### config.mk
export PLATFORM = sky130hd
export DESIGN_NAME = updn_counter
export DESIGN_NICKNAME = d
export VERILOG_FILES = /design/src/rtl/updn_pkg.sv /design/src/rtl/updn_decode.sv /design/src/rtl/updn_next.sv /design/src/rtl/updn_term.sv /design/src/rtl/updn_counter.sv
export SDC_FILE = /design/constraint.sdc
export NUM_CORES = 1
export LEC_CHECK = 0
export CORE_AREA = 2 2 39 41
export DETAILED_ROUTE_END_ITERATION = 8
export DIE_AREA = 0 0 41 43
export DONT_BUFFER_PORTS = 1
export PLACE_DENSITY = 0.53
export SLEW_MARGIN = 30
export SYNTH_ARGS = -nofsm -noshare
export SYNTH_HDL_FRONTEND = slang
export SYNTH_SLANG_ARGS = --single-unit
### constraint.sdc
create_clock -name clk -period 1.8 [get_ports clk]
set_input_delay 0.36 -clock clk [delete_from_list [all_inputs] [get_ports clk]]
set_output_delay 0.36 -clock clk [all_outputs]
set_load 0.01 [all_outputs]
### src/rtl/updn_pkg.sv
package updn_pkg;
    typedef enum logic [1:0] {
        OP_HOLD = 2'd0,
        OP_LOAD = 2'd1,
        OP_INC  = 2'd2,
        OP_DEC  = 2'd3
    } op_e;
endpackage

### src/rtl/updn_decode.sv
module updn_decode
    import updn_pkg::*;
(
    input  logic load_n,
    input  logic en_p_n,
    input  logic en_t_n,
    input  logic up,
    output op_e  op
);
    always_comb begin
        if (!load_n)                 op = OP_LOAD;
        else if (en_p_n || en_t_n)   op = OP_HOLD;
        else if (up)                 op = OP_INC;
        else                         op = OP_DEC;
    end
endmodule

### src/rtl/updn_next.sv
module updn_next #(
    parameter int              DW   = 4,
    parameter logic [DW-1:0]   LAST = 4'd9
) (
    input  logic [DW-1:0] cur,
    output logic [DW-1:0] inc,
    output logic [DW-1:0] dec
);
    // up: only the terminal value wraps; others (incl. out of range) add one modulo 2^DW
    always_comb begin
        if (cur == LAST) inc = '0;
        else             inc = cur + 1'b1;
        if (cur == '0)   dec = LAST;
        else             dec = cur - 1'b1;
    end
endmodule

### src/rtl/updn_term.sv
module updn_term #(
    parameter int              DW   = 4,
    parameter logic [DW-1:0]   LAST = 4'd9
) (
    input  logic [DW-1:0] cur,
    input  logic          up,
    input  logic          en_t_n,
    output logic          carry_n
);
    logic at_top, at_bottom;
    always_comb begin
        at_top    = (cur == LAST);
        at_bottom = (cur == '0);
        carry_n   = !(!en_t_n && (up ? at_top : at_bottom));
    end
endmodule

### src/rtl/updn_counter.sv
module updn_counter
    import updn_pkg::*;
#(
    parameter int DW     = 4,
    parameter bit DECADE = 1'b1
) (
    input  logic          clk,
    input  logic          load_n,
    input  logic [DW-1:0] din,
    input  logic          en_p_n,
    input  logic          en_t_n,
    input  logic          up,
    output logic [DW-1:0] q,
    output logic          carry_n
);
    localparam logic [DW-1:0] LAST = DECADE ? DW'(9) : {DW{1'b1}};

    typedef struct packed {
        logic [DW-1:0] cnt;
    } state_t;

    state_t        st_d, st_q;
    op_e           op_d;
    logic [DW-1:0] inc_d, dec_d;

    updn_decode u_dec (
        .load_n (load_n),
        .en_p_n (en_p_n),
        .en_t_n (en_t_n),
        .up     (up),
        .op     (op_d)
    );

    updn_next #(.DW(DW), .LAST(LAST)) u_next (
        .cur (st_q.cnt),
        .inc (inc_d),
        .dec (dec_d)
    );

    updn_term #(.DW(DW), .LAST(LAST)) u_term (
        .cur     (st_q.cnt),
        .up      (up),
        .en_t_n  (en_t_n),
        .carry_n (carry_n)
    );

    always_comb begin
        st_d = st_q;
        unique case (op_d)
            OP_LOAD: st_d.cnt = din;
            OP_INC:  st_d.cnt = inc_d;
            OP_DEC:  st_d.cnt = dec_d;
            default: st_d.cnt = st_q.cnt;
        endcase
    end

    always_ff @(posedge clk) begin
        st_q <= st_d;
    end

    assign q = st_q.cnt;

    // Assertion window opens after the first edge so $past has a sampled history
    logic armed_q = 1'b0;
    always_ff @(posedge clk) armed_q <= 1'b1;


    load_take_chk: assert property (@(posedge clk) disable iff (!armed_q)
        !$past(load_n) |-> q == $past(din));


    idle_hold_chk: assert property (@(posedge clk) disable iff (!armed_q)
        ($past(load_n) && ($past(en_p_n) || $past(en_t_n))) |-> $stable(q));


    up_step_chk: assert property (@(posedge clk) disable iff (!armed_q)
        ($past(load_n) && !$past(en_p_n) && !$past(en_t_n) && $past(up) && $past(q) != LAST)
        |-> q == DW'($past(q) + 1'b1));


    down_step_chk: assert property (@(posedge clk) disable iff (!armed_q)
        ($past(load_n) && !$past(en_p_n) && !$past(en_t_n) && !$past(up) && $past(q) != '0)
        |-> q == DW'($past(q) - 1'b1));


    up_wrap_chk: assert property (@(posedge clk) disable iff (!armed_q)
        ($past(load_n) && !$past(en_p_n) && !$past(en_t_n) && $past(up) && $past(q) == LAST)
        |-> q == '0);


    down_wrap_chk: assert property (@(posedge clk) disable iff (!armed_q)
        ($past(load_n) && !$past(en_p_n) && !$past(en_t_n) && !$past(up) && $past(q) == '0)
        |-> q == LAST);


    carry_gate_chk: assert property (@(posedge clk) disable iff (!armed_q)
        en_t_n |-> carry_n);

    generate
        if (DECADE) begin : g_dec_chk

            oor_carry_chk: assert property (@(posedge clk) disable iff (!armed_q)
                (q > LAST) |-> carry_n);
        end
    endgenerate
endmodule

* Yosys cells after proc, flatten, opt, wreduce, memory -nomap -nowiden
Index checks and enable logic that the tools add are counted.
Word-level totals: word-level logic and storage cells 20, bits of input ports 9, register bits after elaboration 4, output and inout bits 5
Operators by class: equal/unequal tests 4, $add $sub $neg 2, reduce and logical (&&, ||, !) cells 6, multiplexer cells 7
Operators with widths (count):
- $pmux W4 S3 | 1
- $mux W4 | 2
- $add A4 B1 Y4 const B | 1
- $eq A2 B2 Y1 const B | 2
- $eq A4 B4 Y1 const B | 1
- $logic_not A4 Y1 | 1
- $mux W2 | 2
- $sub A4 B1 Y4 const B | 1
- $reduce_bool A3 Y1 | 1
- $eq A2 B1 Y1 const B | 1
- $logic_not A1 Y1 | 2
- $mux W1 | 2
- $logic_and A1 B1 Y1 | 1
- $logic_or A1 B1 Y1 | 1

* Longest topological paths before layout
Gate-level depths: netlist of the first run.
depth after elaboration 5, gate-level depth with buffers 6, gate-level depth less buffers 6

* Hierarchy
Synthesis of the first run repeated with hierarchy kept, for this count alone.
Unflattened totals: cells, all modules 44, area total of the unflattened synthesis 374.1 µm²
By module, submodules not included:
- updn_counter | cells an instance 19, instances 1, sequential area each 120.1 µm², area each 217.7 µm²
- updn_next | cells an instance 19, instances 1, sequential area each 0.0 µm², area each 115.1 µm²
- updn_term | cells an instance 4, instances 1, sequential area each 0.0 µm², area each 21.3 µm²
- updn_decode | cells an instance 2, instances 1, sequential area each 0.0 µm², area each 20.0 µm²

* Worst setup path before layout of the first run
No wires, ideal clock.
kind register -> output, start register st_q (netlist bit q[0]), end output port carry_n, cell stages (with the launch flop) 7, arrival time 1391 ps, setup slack 49 ps, required time 1440 ps, buffers on the path 0, cells stage by stage edfxtp_1 -> inv_1 -> ha_1 -> nand2b_4 -> nor2_1 -> a21oi_1 -> or3_1
Between the ends: cells in the longest elaborated chain, start to end 4, elaborated cells on any way between the ends 5, those cells by class eq/ne: 1; mux: 1; reduce/logical: 3
RTL lines:
- start, declared | line updn_counter.sv:22 | state_t st_d, st_q;
- start signal, assigned | line updn_counter.sv:58 | st_q <= st_d;
- $eq A4 B4 Y1 / $logic_not A4 Y1 (equally long branches) | line updn_term.sv:12, updn_term.sv:13
- $mux W1 * | line updn_term.sv:14 | carry_n = !(!en_t_n && (up ? at_top : at_bottom));
- $logic_and A1 B1 Y1 * | line updn_term.sv:14
- $logic_not A1 Y1 * | line updn_term.sv:14
- end, declared | line updn_counter.sv:14 | output logic carry_n
Mark *: on every way between the ends. The rest lies on a longest branch, timed or not.

* Worst setup path in the final report of the first run
Same ends and word-level chain as after synthesis.

==> flow_metrics.env, run 1 <==
export IMPL_drc_errors=0
export IMPL_cpMaxStageDelayCell="edfxtp_1"
export IMPL_yosys_warnings=0
export IMPL_grt_pass1_vias=357
export IMPL_cts_made_buffers=3
export IMPL_critPathArrivalTime_ns=1.43
export IMPL_tightestPinTransition_ns=0.5794
export IMPL_required_ns=1.44
export IMPL_yosys_top_cells_count="nand2_1, nor2_1, edfxtp_1, o21ai_1"
export IMPL_path_max_fanout=7
export IMPL_relSlewSlack_pct=60.97
export IMPL_path_clk_slew_ns=0.04
export IMPL_p_per_area_nw_per_um2=666.4
export IMPL_synth_edf_count=4
export IMPL_ant_nets=0
export IMPL_grt_pass1_wl_um=1462
export IMPL_start_util_pct=28.75
export IMPL_cpPeakStageDelay_ns=0.37
export IMPL_dp_hpwl_um=683.8
export IMPL_ys_flop_type="edfxtp_1"
export IMPL_place_ws_ns=0.09943
export IMPL_drtIter0Drc=4
export IMPL_syn_inst=48
export IMPL_report_final_slew_viol_count=0
export IMPL_setup_violations=0
export IMPL_top_layer="met3"
export IMPL_antenna_found_initial=0
export IMPL_endpoint_kind="primary output"
export IMPL_final_area_um2=503.0
export IMPL_fin_nets=69
export IMPL_min_period_over_period_pct=99.54
export IMPL_area_growth_pct=26.41
export IMPL_finClkSkew_ns=0.0004208
export IMPL_yosysMostFrequentCell="nand2_1"
export IMPL_status="complete, no violations"
export IMPL_grt_usage_pct=12.20
export IMPL_routed_wl_um=934
export IMPL_crit_buf_inv=1
export IMPL_yosysTopAreaCell="edfxtp_1"
export IMPL_layout_setup_ws_ns=0.008244
export IMPL_rsz0062_at_grt="true"
export IMPL_cts_hold_buffers_added=0
export IMPL_num_rows=14
export IMPL_cts_sinks=4
export IMPL_place_congestion=0.6635
export IMPL_synth_area_top_cells="edfxtp_1, ha_1, nand2_1"
export IMPL_grt_max_degree=11
export IMPL_async_reset_ff_share_pct=0
export IMPL_portBuffers=0
export IMPL_vias_per_cell=5.155
export IMPL_die_w_um=41
export IMPL_die_h_um=43
export IMPL_wl_met2_um=398
export IMPL_grt_ovfl_total=0
export IMPL_yosysTopAreaCellShare_pct=30.19
export IMPL_fin_cells=71
export IMPL_drive_gt1_share_pct=34.55
export IMPL_post_drt_wl_per_cell_um=13.15
export IMPL_synth_cell_type_count=23
export IMPL_post_synth_cell_area_avg_um2=8.289
export IMPL_placed_cells=64
export IMPL_largest_reg_flops=4
export IMPL_synth_seq_cells=4
export IMPL_vias=366
export IMPL_htreeDepth=1
export IMPL_startpoint_type="register"
export IMPL_critPathKind="reg -> out"
export IMPL_met1_length_um=458
export IMPL_layout_min_cycle_time_ns=1.792
export IMPL_synth_area_um2=397.9
export IMPL_pin_count=14
export IMPL_core_um2=1384
export IMPL_cts_tree="built"
export IMPL_synth_fp_nets=60
export IMPL_min_path_type="in -> reg"
export IMPL_drt_pass1_iterations=3
export IMPL_diodes=0
export IMPL_die_area_um2=1763
export IMPL_peakVddDrop_uv=393.4
export IMPL_p_leak_nw=0.1947
export IMPL_dpl_instance_area_um2=414.1
export IMPL_path_delay_family="simple AND/OR/NAND/NOR gates"
export IMPL_insertion_delay_ns=0.23
export IMPL_fmax_mhz=558.1
export IMPL_nFillCells=162
export IMPL_ys_seq_area_share_pct=30.19
export IMPL_clk_path_buf_depth=2
export IMPL_hold_viol=0
export IMPL_path_cells="buf_6, ha_4, and2_4, a21oi_1, or3_4"
export IMPL_met3_wirelength_um=77
export IMPL_cts_root_buf="clkbuf_4"
export IMPL_drv_cap=0
## final cells by class
cell class                      count  area, um2  share of cell area, %
Multi-Input combinational cell     39      282.8                  56.22
Sequential cell                     4      120.1                  23.88
Timing Repair Buffer                6      46.29                  9.204
Clock buffer                        3      22.52                  4.478
Tap cell                           16      20.02                  3.980
Inverter                            3      11.26                  2.239
## cells in the final DEF (no fill, tap or decap)
| cell type | n |
|---|---|
| a21oi_1 | 3 |
| nand2b_1 | 1 |
| a211oi_1 | 1 |
| buf_4 | 4 |
| nand3_1 | 1 |
| nor2_2 | 1 |
| clkbuf_2 | 1 |
| buf_6 | 1 |
| nor2_1 | 4 |
| mux2_2 | 1 |
| or3_4 | 1 |
| and2_4 | 1 |
| o21ai_1 | 4 |
| o31ai_2 | 1 |
| nand3b_1 | 1 |
| o31ai_1 | 1 |
| nor2b_1 | 1 |
| nand2_1 | 6 |
| nand2b_4 | 1 |
| or3_1 | 1 |
| inv_2 | 2 |
| edfxtp_1 | 4 |
| o22a_1 | 1 |
| ha_1 | 1 |
| inv_1 | 1 |
| o21ai_0 | 2 |
| a31oi_1 | 3 |
| clkbuf_4 | 3 |
| ha_4 | 2 |
## cells by family (layout without fill, tap and decap cells)
logic type | count (synthesis) | after routing | share of synthesized area, %
AND/OR/NAND/NOR | 19 | 19 | 24.84
AO/OA/AOI/OAI | 16 | 16 | 25.16
buffers and inverters | 5 | 12 | 7.547
flip-flops | 4 | 4 | 30.19
adder cells (fa/ha/maj) | 3 | 3 | 9.435
multiplexers | 1 | 1 | 2.830
## metrics by stage
step                      TNS (ns)  hold slack (ns)  power [mW]  util [%]
after floorplan                  0           0.5454      0.1911         -
after global placement           0           0.5653      0.2036     29.93
after detailed placement         0           0.5759      0.2051     29.93
after CTS                 -0.03025           0.3311      0.3362     35.26
after global routing      -0.04777           0.3338      0.3643     36.35
final                            0           0.3327      0.3352     36.35
## worst reg2reg max path, cell delays in order (launching register included)
cell      delay (ns)
edfxtp_1        0.37
inv_2           0.07
ha_4            0.17
buf_4           0.14
or3_1           0.33
a31oi_1         0.18
o31ai_1         0.11
## path summary, 6_finish.rpt
kind,start,endpoint,slack (ns),cells past startpoint
setup reg to reg,q[0]$_DFFE_PP_,q[3]$_DFFE_PP_,0.16,6
hold reg to reg,q[0]$_DFFE_PP_,q[0]$_DFFE_PP_,0.93,4
hold / removal,din[0],q[0]$_DFFE_PP_,0.33,2
setup / recovery,q[0]$_DFFE_PP_,carry_n,0.008,5
## metal layers
metal  track usage (%)  up-vias
li1                  -      191
met5                 0        -
met3             6.283        0
met2             16.88       16
met1             16.94      159
met4             2.000        0
## power breakdown
part / switching (mW) / leakage, nW / internal (mW)
clock network: 0.0337 / 0.0138 / 0.0744
registers: 0.0146 / 0.0402 / 0.114
logic: 0.0505 / 0.141 / 0.0482
## repair_timing
action | in CTS | in global routing
setup endpoints to repair | 1 | 1
gates resized for setup | 9 | 1
pin swaps | 2 | 1
hold endpoints to repair | 0 | 0
buffers inserted | 2 | 2
(Power assumes the default switching activity.)
==> run 2, diff against run 1 <==
==> constraint.sdc (replaced) <==
create_clock -name clk -period 2.31 [get_ports clk]
set_input_delay 0.462 -clock clk [delete_from_list [all_inputs] [get_ports clk]]
set_output_delay 0.462 -clock clk [all_outputs]
set_load 0.01 [all_outputs]
==> run 2 against run 1 <==
  * Combinational power is 41% lower
  * Register-to-register slack better by 0.55 ns
  * Routed wire length fell by 5.6%
  * Cell count shrank 5.6%
  * First-iteration DRC count is 25% higher
  * Clock-buffer cell count stayed put
  * Sequential share of layout area is 3.6 points higher
  * Worst setup slack better by 0.25 ns
  * Hold slack better by 0.091 ns
  * Global-route usage down 0.10 points
  * Largest power group unchanged
==> flow_metrics.env, run 2 (synthesis results as in run 1) <==
export IMPL_fin_cells=67
export IMPL_endpoint_kind="primary output"
export IMPL_reg2reg_depth=5
export IMPL_layout_min_cycle_time_ns=2.052
export IMPL_grt_max_degree=11
export IMPL_path_clk_slew_ns=0.04
export IMPL_placed_cells=64
export IMPL_area_growth_pct=9.748
export IMPL_grt_busiest_layer="met1"
export IMPL_grt_ovfl_total=0
export IMPL_mostFrequentLayoutCells="nand2_1, nor2_1, o21ai_1, edfxtp_1"
export IMPL_cpPeakStageDelay_ns=0.39
export IMPL_path_cells="inv_1, ha_1, nand2b_4, nor2_1, a21oi_1, or3_1"
export IMPL_hold_path_end="q[3]$_DFFE_PP_"
export IMPL_grt_usage_pct=12.10
export IMPL_relSlewSlack_pct=59.04
export IMPL_power_uw=247.2
export IMPL_peakVddDrop_uv=249.2
export IMPL_met3_usage_pct=6.806
export IMPL_finClkSkew_ns=0.002549
export IMPL_largest_reg_flops=4
export IMPL_cts_made_buffers=3
export IMPL_drive_gt1_share_pct=15.69
export IMPL_crit_buf_inv=1
export IMPL_critPathKind="reg -> out"
export IMPL_cts_sinks=4
export IMPL_die_area_um2=1763
export IMPL_drtIter0Drc=5
export IMPL_path_delay_family="simple AND/OR/NAND/NOR gates"
export IMPL_setup_violations=0
export IMPL_use_met1_pct=16.61
export IMPL_cpMaxStageDelayCell="edfxtp_1"
export IMPL_post_cts_buffers=0
export IMPL_routed_wl_um=882
export IMPL_grt_pass1_wl_um=1393
export IMPL_min_path_type="in -> reg"
export IMPL_status="complete, no violations"
export IMPL_place_congestion=0.6393
export IMPL_reg2reg_slack_ns=0.71
export IMPL_antenna_found_initial=0
export IMPL_rsz0062_at_grt="false"
export IMPL_htreeDepth=1
export IMPL_p_per_area_nw_per_um2=566.0
export IMPL_path_max_fanout=4
export IMPL_portBuffers=0
export IMPL_fmax_mhz=487.3
export IMPL_fin_util_pct=31.56
export IMPL_insertion_delay_ns=0.24
export IMPL_drt_pass1_iterations=2
export IMPL_startpoint_type="register"
export IMPL_report_final_slew_viol_count=0
export IMPL_hold_viol=0
export IMPL_r2r_start="q[1]$_DFFE_PP_"
export IMPL_cts_tree="built"
export IMPL_critPathArrivalTime_ns=1.59
export IMPL_num_rows=14
export IMPL_core_um2=1384
export IMPL_required_ns=1.85
export IMPL_start_util_pct=28.75
export IMPL_drv_cap=0
export IMPL_layout_commonest_cell="nand2_1"
export IMPL_vias=340
export IMPL_ant_nets=0
export IMPL_clk_path_buf_depth=2
export IMPL_fin_nets=65
export IMPL_tightestPinTransition_ns=0.6080
export IMPL_grt_pass1_vias=332
export IMPL_die_w_um=41
export IMPL_ctsResizeCount=0
export IMPL_cts_root_buf="clkbuf_4"
export IMPL_met2_usage_pct=15.63
export IMPL_finalSetupTns_ns=0
export IMPL_die_h_um=43
export IMPL_cts_hold_buffers_added=0
export IMPL_min_period_over_period_pct=88.84
export IMPL_vias_per_cell=5.075
export IMPL_p_leak_nw=0.1733
export IMPL_timing_rr_end="q[3]$_DFFE_PP_"
export IMPL_drc_errors=0
export IMPL_diodes=0
export IMPL_post_drt_wl_per_cell_um=13.16
export IMPL_hold_depth=2
export IMPL_pin_count=14
export IMPL_hold_start="din[3]"
-- run 2: cell types whose count changed in the layout (fill, tap and decap cells not counted), sizes merged --
| cell | previous run | this run |
|---|---|---|
| clkbuf | 4 | 3 |
| buf | 5 | 2 |
-- run 2: worst max-delay path by stage --
stage	cells after the start	slack, ns	end	start
CTS	6	0.23	carry_n	q[1]$_DFFE_PP_
detailed placement	6	0.49	carry_n	q[1]$_DFFE_PP_
floorplan	6	0.46	carry_n	q[0]$_DFFE_PP_
global route	6	0.13	carry_n	q[1]$_DFFE_PP_
global placement	6	0.51	carry_n	q[1]$_DFFE_PP_
finish	6	0.26	carry_n	q[1]$_DFFE_PP_
-- run 2: where the power goes --
| group | total [mW] | internal, mW | switching, mW |
|---|---|---|---|
| Sequential | 0.0998 | 0.0886 | 0.0112 |
| Clock | 0.0895 | 0.0583 | 0.0312 |
| Combinational | 0.0579 | 0.0259 | 0.0320 |
-- run 2: worst register-to-register path, cell delays in order, from the launching register on --
cell	delay, ns
edfxtp_1	0.35
inv_1	0.09
ha_1	0.25
or3_1	0.36
a31oi_1	0.20
o31ai_1	0.10
-- run 2: per-layer routing --
layer / vias up / wire length [um]
li1: 181 / -
met1: 142 / 420
met2: 17 / 352
met3: 0 / 109
met4: 0 / 0
met5: - / 0
-- run 2: metrics by stage --
step	cell area [um2]	hold WS, ns	worst slack [ns]
final	436.7	0.4234	0.2578
after global routing	436.7	0.4322	0.1332
after CTS	436.7	0.4251	0.2262
after detailed placement	414.1	0.6734	0.4897
after global placement	414.1	0.6578	0.5058
after floorplan	397.9	0.6474	0.4572
-- run 2: area by class of cell --
cell class	instances	area (um2)
clock buffer	3	22.52
fill	158	947.2
inverter	3	11.26
multi-input combinational	39	247.7
sequential	4	120.1
tap	16	20.02
timing repair buffer	2	15.01
